### config.mk
export PLATFORM = sky130hd
export DESIGN_NAME = byte_port_ctrl
export DESIGN_NICKNAME = d
export VERILOG_FILES = /design/src/rtl/byte_port_pkg.sv /design/src/rtl/byte_port_decode.sv /design/src/rtl/byte_port_regs.sv /design/src/rtl/byte_port_irq.sv /design/src/rtl/byte_port_ctrl.sv
export SDC_FILE = /design/constraint.sdc
export NUM_CORES = 1
export LEC_CHECK = 0
export ABC_CLOCK_PERIOD_IN_PS = 1560
export CORE_AREA = 2 2 61 63
export CTS_BUF_LIST = sky130_fd_sc_hd__clkbuf_2 sky130_fd_sc_hd__clkbuf_4 sky130_fd_sc_hd__clkbuf_8
export CTS_CLUSTER_DIAMETER = 150
export DETAILED_ROUTE_END_ITERATION = 7
export DIE_AREA = 0 0 63 65
export PLACE_DENSITY_LB_ADDON = 0.15
export SETUP_SLACK_MARGIN = 0.4
export SKIP_LAST_GASP = 1
export SYNTH_ARGS = -nofsm -noshare
export SYNTH_HDL_FRONTEND = slang
export SYNTH_SLANG_ARGS = --single-unit
### constraint.sdc
create_clock -name clk -period 1.56 [get_ports clk]
set_input_delay 0.156 -clock clk [delete_from_list [all_inputs] [get_ports clk]]
set_output_delay 0.156 -clock clk [all_outputs]
set_load 0.005 [all_outputs]
### src/rtl/byte_port_pkg.sv
// Shared register selectors and status bit positions for the byte port.
package byte_port_pkg;
    typedef enum logic [1:0] {
        SEL_RX   = 2'd0,
        SEL_TX   = 2'd1,
        SEL_STAT = 2'd2,
        SEL_VEC  = 2'd3
    } port_reg_e;

    localparam int STAT_RX_RDY = 0;
    localparam int STAT_TX_RDY = 1;
    localparam int STAT_RX_IE  = 2;
    localparam int STAT_TX_IE  = 3;
endpackage

### src/rtl/byte_port_decode.sv
// Address decoder. It matches the eight-byte window at BASE and selects a register.
// Assumes: BASE is aligned to 8, and odd byte addresses are never decoded.
module byte_port_decode
    import byte_port_pkg::*;
#(
    parameter int          ADDR_W = 16,
    parameter logic [ADDR_W-1:0] BASE = 16'h8000
) (
    input  logic              sel,
    input  logic              wr,
    input  logic [ADDR_W-1:0] addr,
    output logic              hit,
    output port_reg_e         which,
    output logic              rd_rx,
    output logic              wr_tx,
    output logic              wr_stat,
    output logic              wr_vec
);
    localparam int HI = ADDR_W - 1;

    // Window match and register select
    always_comb begin
        hit     = sel && (addr[HI:3] == BASE[HI:3]) && !addr[0];
        which   = port_reg_e'(addr[2:1]);
        rd_rx   = hit && !wr && (which == SEL_RX);
        wr_tx   = hit &&  wr && (which == SEL_TX);
        wr_stat = hit &&  wr && (which == SEL_STAT);
        wr_vec  = hit &&  wr && (which == SEL_VEC);
    end
endmodule

### src/rtl/byte_port_regs.sv
// Register storage: data bytes, readiness flags, enables, vector, output strobe.
// Assumes: a new device byte wins over a same-cycle processor read, and a
// processor write to the output register wins over a same-cycle consumed pulse.
module byte_port_regs
    import byte_port_pkg::*;
#(
    parameter int DATA_W = 8
) (
    input  logic              clk,
    input  logic              rst_n,
    input  logic              rd_rx,
    input  logic              wr_tx,
    input  logic              wr_stat,
    input  logic              wr_vec,
    input  logic [DATA_W-1:0] wdata,
    input  logic              dev_in_valid,
    input  logic [DATA_W-1:0] dev_in_data,
    input  logic              dev_out_done,
    output logic [DATA_W-1:0] rx_q,
    output logic [DATA_W-1:0] tx_q,
    output logic [DATA_W-1:0] vec_q,
    output logic              rx_rdy,
    output logic              tx_rdy,
    output logic              rx_ie,
    output logic              tx_ie,
    output logic              tx_strobe
);
    // Received byte and input-ready flag
    always_ff @(posedge clk) begin
        if (!rst_n) begin
            rx_q   <= '0;
            rx_rdy <= 1'b0;
        end else if (dev_in_valid) begin
            rx_q   <= dev_in_data;
            rx_rdy <= 1'b1;
        end else if (rd_rx) begin
            rx_rdy <= 1'b0;
        end
    end

    // Outgoing byte, output-ready flag and one-cycle device strobe
    always_ff @(posedge clk) begin
        if (!rst_n) begin
            tx_q      <= '0;
            tx_rdy    <= 1'b1;
            tx_strobe <= 1'b0;
        end else begin
            tx_strobe <= wr_tx;
            if (wr_tx) begin
                tx_q   <= wdata;
                tx_rdy <= 1'b0;
            end else if (dev_out_done) begin
                tx_rdy <= 1'b1;
            end
        end
    end

    // Interrupt enables, writable through the status register
    always_ff @(posedge clk) begin
        if (!rst_n) begin
            rx_ie <= 1'b0;
            tx_ie <= 1'b0;
        end else if (wr_stat) begin
            rx_ie <= wdata[STAT_RX_IE];
            tx_ie <= wdata[STAT_TX_IE];
        end
    end

    // Programmable interrupt vector
    always_ff @(posedge clk) begin
        if (!rst_n)      vec_q <= '0;
        else if (wr_vec) vec_q <= wdata;
    end
endmodule

### src/rtl/byte_port_irq.sv
// Interrupt request and daisy-chain acknowledge stage.
// Assumes: iack_in is a level held for the acknowledge cycle. A claimed request
// stays masked until no enabled flag is pending.
module byte_port_irq (
    input  logic clk,
    input  logic rst_n,
    input  logic rx_rdy,
    input  logic tx_rdy,
    input  logic rx_ie,
    input  logic tx_ie,
    input  logic iack_in,
    output logic irq,
    output logic claim,
    output logic iack_out
);
    logic pending;
    logic served_q;

    // Request, claim and pass-on decisions
    always_comb begin
        pending  = (rx_rdy && rx_ie) || (tx_rdy && tx_ie);
        irq      = pending && !served_q;
        claim    = iack_in && irq;
        iack_out = iack_in && !irq;
    end

    // Remember an acknowledged request until its cause is gone
    always_ff @(posedge clk) begin
        if (!rst_n)        served_q <= 1'b0;
        else if (!pending) served_q <= 1'b0;
        else if (claim)    served_q <= 1'b1;
    end
endmodule

### src/rtl/byte_port_ctrl.sv
// Top of the interrupting byte port. It wires the decoder, the register store
// and the acknowledge stage, and muxes the read bus.
// Assumes: a claimed acknowledge takes priority over a register read on bus_rdata.
module byte_port_ctrl
    import byte_port_pkg::*;
#(
    parameter int                ADDR_W = 16,
    parameter int                DATA_W = 8,
    parameter logic [ADDR_W-1:0] BASE   = 16'h8000
) (
    input  logic              clk,
    input  logic              rst_n,
    input  logic              bus_sel,
    input  logic              bus_wr,
    input  logic [ADDR_W-1:0] bus_addr,
    input  logic [DATA_W-1:0] bus_wdata,
    output logic [DATA_W-1:0] bus_rdata,
    output logic              irq_o,
    input  logic              iack_in,
    output logic              iack_out,
    input  logic              dev_in_valid,
    input  logic [DATA_W-1:0] dev_in_data,
    output logic              dev_out_valid,
    output logic [DATA_W-1:0] dev_out_data,
    input  logic              dev_out_done
);
    logic              hit, rd_rx, wr_tx, wr_stat, wr_vec, claim;
    port_reg_e         which;
    logic [DATA_W-1:0] rx_q, tx_q, vec_q, stat_v;
    logic              rx_rdy, tx_rdy, rx_ie, tx_ie;

    byte_port_decode #(.ADDR_W(ADDR_W), .BASE(BASE)) u_decode (
        .sel(bus_sel), .wr(bus_wr), .addr(bus_addr), .hit(hit), .which(which),
        .rd_rx(rd_rx), .wr_tx(wr_tx), .wr_stat(wr_stat), .wr_vec(wr_vec)
    );

    byte_port_regs #(.DATA_W(DATA_W)) u_regs (
        .clk(clk), .rst_n(rst_n), .rd_rx(rd_rx), .wr_tx(wr_tx),
        .wr_stat(wr_stat), .wr_vec(wr_vec), .wdata(bus_wdata),
        .dev_in_valid(dev_in_valid), .dev_in_data(dev_in_data),
        .dev_out_done(dev_out_done), .rx_q(rx_q), .tx_q(tx_q), .vec_q(vec_q),
        .rx_rdy(rx_rdy), .tx_rdy(tx_rdy), .rx_ie(rx_ie), .tx_ie(tx_ie),
        .tx_strobe(dev_out_valid)
    );

    byte_port_irq u_irq (
        .clk(clk), .rst_n(rst_n), .rx_rdy(rx_rdy), .tx_rdy(tx_rdy),
        .rx_ie(rx_ie), .tx_ie(tx_ie), .iack_in(iack_in), .irq(irq_o),
        .claim(claim), .iack_out(iack_out)
    );

    // Status byte assembly
    always_comb begin
        stat_v              = '0;
        stat_v[STAT_RX_RDY] = rx_rdy;
        stat_v[STAT_TX_RDY] = tx_rdy;
        stat_v[STAT_RX_IE]  = rx_ie;
        stat_v[STAT_TX_IE]  = tx_ie;
    end

    // Read bus: claimed vector, decoded register read, else zero
    always_comb begin
        bus_rdata = '0;
        if (claim) begin
            bus_rdata = vec_q;
        end else if (hit && !bus_wr) begin
            case (which)
                SEL_RX:   bus_rdata = rx_q;
                SEL_TX:   bus_rdata = tx_q;
                SEL_STAT: bus_rdata = stat_v;
                default:  bus_rdata = vec_q;
            endcase
        end
    end

    assign dev_out_data = tx_q;
endmodule

# --- Word-level counts from Yosys, hierarchy flattened ---
# Index checks and enable logic that the tools add are counted.
op_classes:
  eq_ne: 4
  n_div: 0
  mul: 0
  reduce_logical: 22
  n_shift: 0
  n_lt_le_gt_ge: 0
  n_mux: 7
  bitwise: 0
  add_sub_neg: 0
op_table:
  columns: ["cell", "count"]
  rows:
  - ["$pmux W8 S3", 1]
  - ["$mux W8", 2]
  - ["$eq A13 B13 Y1 const B", 1]
  - ["$logic_and A1 B1 Y1", 13]
  - ["$eq A2 B2 Y1 const B", 2]
  - ["$logic_not A1 Y1", 4]
  - ["$mux W1", 4]
  - ["$reduce_bool A2 Y1", 2]
  - ["$eq A2 B1 Y1 const B", 1]
  - ["$logic_not A2 Y1", 1]
  - ["$reduce_and A2 Y1", 1]
  - ["$logic_or A1 B1 Y1", 1]
totals:
  mem_bits_rw: 0
  word_cells: 42
  latchBits: 0
  input_bits: 39
  romBits: 0
  ff_bits: 30
  mem_count: 0

# --- Depth between registers and ports, before layout ---
depth:
  depth_word: 7
  depth_mapped: 5
  ltp_nobuf: 4

# --- Hierarchy ---
# From an unflattened synthesis, not the netlist that was laid out.
hier_totals:
  cells_unflattened: 150
  hier_area_um2: 1581.5
by_module_without_submodules:
  columns: ["mod", "cells_per_inst", "instances", "area_per_inst_um2"]
  rows:
  - ["byte_port_regs", 92, 1, 1091.0]
  - ["byte_port_ctrl", 34, 1, 264.0]
  - ["byte_port_decode", 17, 1, 166.4]
  - ["byte_port_irq", 7, 1, 60.1]

# --- Worst setup path before layout ---
# No wires, ideal clock.
synth_timing:
  path_kind: "register to output"
  startpoint: "reg u_regs.rx_ie"
  endpoint: "out bus_rdata[0]"
  path_stages_with_launch: 5
  setup_slack_ps: 103
  arrival_time_ps: 1301
  n_path_buf: 0
  t_required_ps: 1404
  path_cell_list: "dfxtp_1 a22oi_1 nor3b_1 o21bai_1 o2bb2ai_1"
synth_via:
  elab_chain_cells: 5
synth_rtl:
  columns: ["element", "line", "source"]
  rows:
  - ["from (decl)", "byte_port_regs.sv:24", "output logic rx_ie,"]
  - ["from (signal assigned)", "byte_port_regs.sv:64", "rx_ie <= wdata[STAT_RX_IE];"]
  - ["$logic_and A1 B1 Y1", "byte_port_irq.sv:21", "pending = (rx_rdy && rx_ie) || (tx_rdy && tx_ie);"]
  - ["$logic_or A1 B1 Y1", "byte_port_irq.sv:21", null]
  - ["$logic_and A1 B1 Y1", "byte_port_irq.sv:22", "irq = pending && !served_q;"]
  - ["$logic_and A1 B1 Y1", "byte_port_irq.sv:23", "claim = iack_in && irq;"]
  - ["$mux W8", "byte_port_ctrl.sv:64", "if (claim) begin"]
  - ["to (decl)", "byte_port_ctrl.sv:17", "output logic [DATA_W-1:0] bus_rdata,"]
# Every way passes these cells.

# --- Worst setup path in the final report ---
layout_timing:
  startpoint: "reg u_regs.rx_rdy"
  endpoint: "out bus_rdata[7]"
layout_via:
  elab_chain_cells: 5
layout_rtl:
  columns: ["element", "line", "source"]
  rows:
  - ["from (decl)", "byte_port_regs.sv:22", "output logic rx_rdy,"]
  - ["from (signal assigned)", "byte_port_regs.sv:32", "rx_rdy <= 1'b0;"]
  - ["from (signal assigned)", "byte_port_regs.sv:35", "rx_rdy <= 1'b1;"]
  - ["from (signal assigned)", "byte_port_regs.sv:37", "rx_rdy <= 1'b0;"]
  - ["$logic_and A1 B1 Y1", "byte_port_irq.sv:21", null]
  - ["$logic_or A1 B1 Y1", "byte_port_irq.sv:21", null]
  - ["$logic_and A1 B1 Y1", "byte_port_irq.sv:22", null]
  - ["$logic_and A1 B1 Y1", "byte_port_irq.sv:23", null]
  - ["$mux W8", "byte_port_ctrl.sv:64", null]
# Every way passes these cells.

==> flow_summary.json <==
{
  "status": "finished with violations",
  "violations": "negative setup slack",
  "numCtsBuffers": 5,
  "rows": 22,
  "gp_congestion": 0.852,
  "initial_utilization": 0.418,
  "drt-wirelength-per-cell_um": 15.8,
  "grt_pass1_vias": 1660,
  "viasPerCell": 5.10,
  "routed_wl_um": 4860,
  "io_buffer_count": 57,
  "ir_drop_mv": 0.545,
  "hpwl_um": 3490,
  "p_int_mw": 1.13,
  "setup_viol": 9,
  "drt_iter0_markers": 37,
  "final_cells": 307,
  "dr.pass1.iters": 5,
  "coreArea_um2": 3500,
  "leakage_nw": 1.11,
  "grt_overflow": 0,
  "synthCells": 155,
  "dpl-instance-area_um2": 2350,
  "ys_warn_count": 0,
  "synthArstFlopShare": 0,
  "cts_max_level": 2,
  "final-hold-violation-count": 0,
  "synth_seq_cells": 30,
  "avgSynthCellArea_um2": 9.43,
  "die_area_um2": 4100,
  "die_y_um": 65,
  "clkPwrFrac": 0.309,
  "worstPathCellList": "a22oi_2 -> nor3b_4 -> or3_4 -> buf_6 -> o2bb2ai_2 -> buf_2",
  "cp-end-kind": "output port",
  "ys.flop_type": "dfxtp_1",
  "relSlewSlack": 0.784,
  "max_stage_delay_ns": 0.41,
  "fillers": 260,
  "ff2ff_path_depth": 5,
  "arrival_ns": 1.81,
  "final_common_cell": "buf_4",
  "cts-root-buf": "clkbuf_4",
  "fin_crit_ns": 1.96,
  "finalCritPeriodShare": 1.26,
  "fin_util": 0.748,
  "crit_family": "simple AND/OR/NAND/NOR gates",
  "cp_num_cells": 6,
  "fmax_ghz": 0.509,
  "antenna_found_initial": 0,
  "synth_edf_count": 0,
  "drc": 0,
  "p_switching_mw": 0.379,
  "io_pins": 58,
  "power_density_nw_per_um2": 578,
  "final_area_um2": 2620,
  "reg2reg_slack_ns": 0.51,
  "required_ns": 1.40,
  "grt_max_degree": 15,
  "slew_violations": 0,
  "path_clk_slew_ns": 0.09,
  "final_cell_mix": "buf_4 (35), mux2i_1 (31), nand2_1 (28)",
  "grt_pass1_wl_um": 7840,
  "yosysTopAreaCellShare": 0.411,
  "synth_fp_nets": 194,
  "p_seq_frac": 0.523,
  "yosysTopAreaCell": "dfxtp_1",
  "num_vias": 1567,
  "syn_area_um2": 1460,
  "die_w_um": 63,
  "cts_tree": "built",
  "antennaDiodeCount": 0,
  "ys_seq_area_frac": 0.411,
  "synthTopCellsByArea": "dfxtp_1 (41%), mux2i_1 (21%), nand2_1 (7.2%), nor2_1 (4.1%), o2bb2ai_1 (3.0%)",
  "syn_to_final_growth_pct": 78.9,
  "hold_path.class": "in -> reg",
  "clkLatencyLatePin_ns": 0.34,
  "path_buf_inv": 2,
  "postRouteAntennaNets": 0,
  "cp_max_fo": 3,
  "drv_cap": 0,
  "nets": 298,
  "synth.distinct_cells": 28,
  "grt_use_total": 0.251,
  "cts.sinks": 30,
  "holdPathStages": 4,
  "drive_gt1_frac": 0.452,
  "dp_cells": 284,
  "fin_ws_ns": -0.403,
  "rsz0062_at_grt": "true",
  "crit_slowest_cell": "or3_4",
  "worst_slew_pin_slew_ns": 0.322,
  "clockBufferDepth": 2,
  "critical_path_class": "reg -> out",
  "p_sw_frac": 0.251,
  "startpoint_type": "register",
  "p_comb_frac": 0.169,
  "skew_ns": 0.00325
}
==> layer usage <==
layer	track usage	vias to the layer above	wire, um
met1	0.253	739	1860
met5	0	-	0
met3	0.0729	14	247
li1	-	763	-
met4	0.100	0	116
met2	0.480	51	2640
==> cells in the mapped netlist, types with 2 or more instances <==
cell	count
mux2i_1	31
dfxtp_1	30
nand2_1	28
nor2_1	16
clkbuf_1	5
o2bb2ai_1	5
nor4_1	4
o21ai_0	4
mux2_2	3
nor4_2	3
o22a_1	3
o22ai_1	3
nand2b_1	2
nand4_1	2
nand4_2	2
nor2_4	2
==> path summary, 6_finish.rpt <==
check / startpoint / end
worst min register to register: u_regs.vec_q[1] / u_regs.vec_q[1]
worst min-delay path: bus_addr[12] / u_regs.tx_strobe
worst max register to register: u_regs.rx_rdy / u_irq.served_q
worst max-delay path: u_regs.rx_rdy / bus_rdata[7]
==> power by group through the flow <==
| stage | clock (mW) | sequential (mW) | combinational (mW) |
|---|---|---|---|
| 2_1_floorplan | 0 | 0.803 | 0.0825 |
| 3_3_place_gp | 0 | 0.807 | 0.230 |
| 3_5_place_dp | 0 | 0.807 | 0.240 |
| 4_1_cts | 0.462 | 0.789 | 0.239 |
| 5_1_grt | 0.516 | 0.790 | 0.275 |
| 6_report | 0.466 | 0.789 | 0.255 |
==> repair_timing <==
action	4_1_cts	5_1_grt
pin swaps	18	4
resized for setup	130	26
endpoints found under the setup margin	40	33
setup buffers	10	6
hold buffers	0	0
==> sequential cells by signal (all words and copies together) (netlist names) <==
name	flops
u_regs.rx_ie	1
u_regs.tx_q	8
u_regs.rx_rdy	1
u_regs.tx_ie	1
u_regs.vec_q	8
u_regs.tx_strobe	1
u_regs.tx_rdy	1
u_regs.rx_q	8
u_irq.served_q	1
==> through the flow <==
stage	power [mW]	setup slack, ns	setup TNS (ns)	hold WS (ns)
CTS	1.49	-0.398	-2.86	0.104
detailed placement	1.05	-0.844	-12.27	0.457
global placement	1.04	-0.748	-10.45	0.447
finish	1.51	-0.403	-3.00	0.0956
floorplan	0.885	0.225	0	0.303
global route	1.58	-0.477	-3.59	0.0935
==> cell families (layout without fill, tap and decap cells) <==
logic type	Yosys count	in the layout	share of synthesized area
AND/OR/NAND/NOR	66	66	0.247
multiplexers	34	34	0.235
buffers and inverters	7	111	0.0188
AO/OA/AOI/OAI	18	18	0.0882
flip-flops	30	30	0.411
==> final cells by class <==
type / instances / area [um^2] / share of cell area
clock buffers: 7 / 52.6 / 0.0201
flip-flops and latches: 30 / 614 / 0.235
multi-input cells: 118 / 976 / 0.373
well taps: 48 / 60.1 / 0.0230
repair buffers: 103 / 908 / 0.347
inverters: 1 / 3.75 / 0.00144
==> worst reg2reg max path: cells and delay by family, from the launching register on <==
family          cells  cell delay (ns)
buf+inv             3             0.33
compound gates      1             0.23
flops               1             0.35
simple gates        1             0.03
No activity file was read; power rests on OpenSTA's default activity.
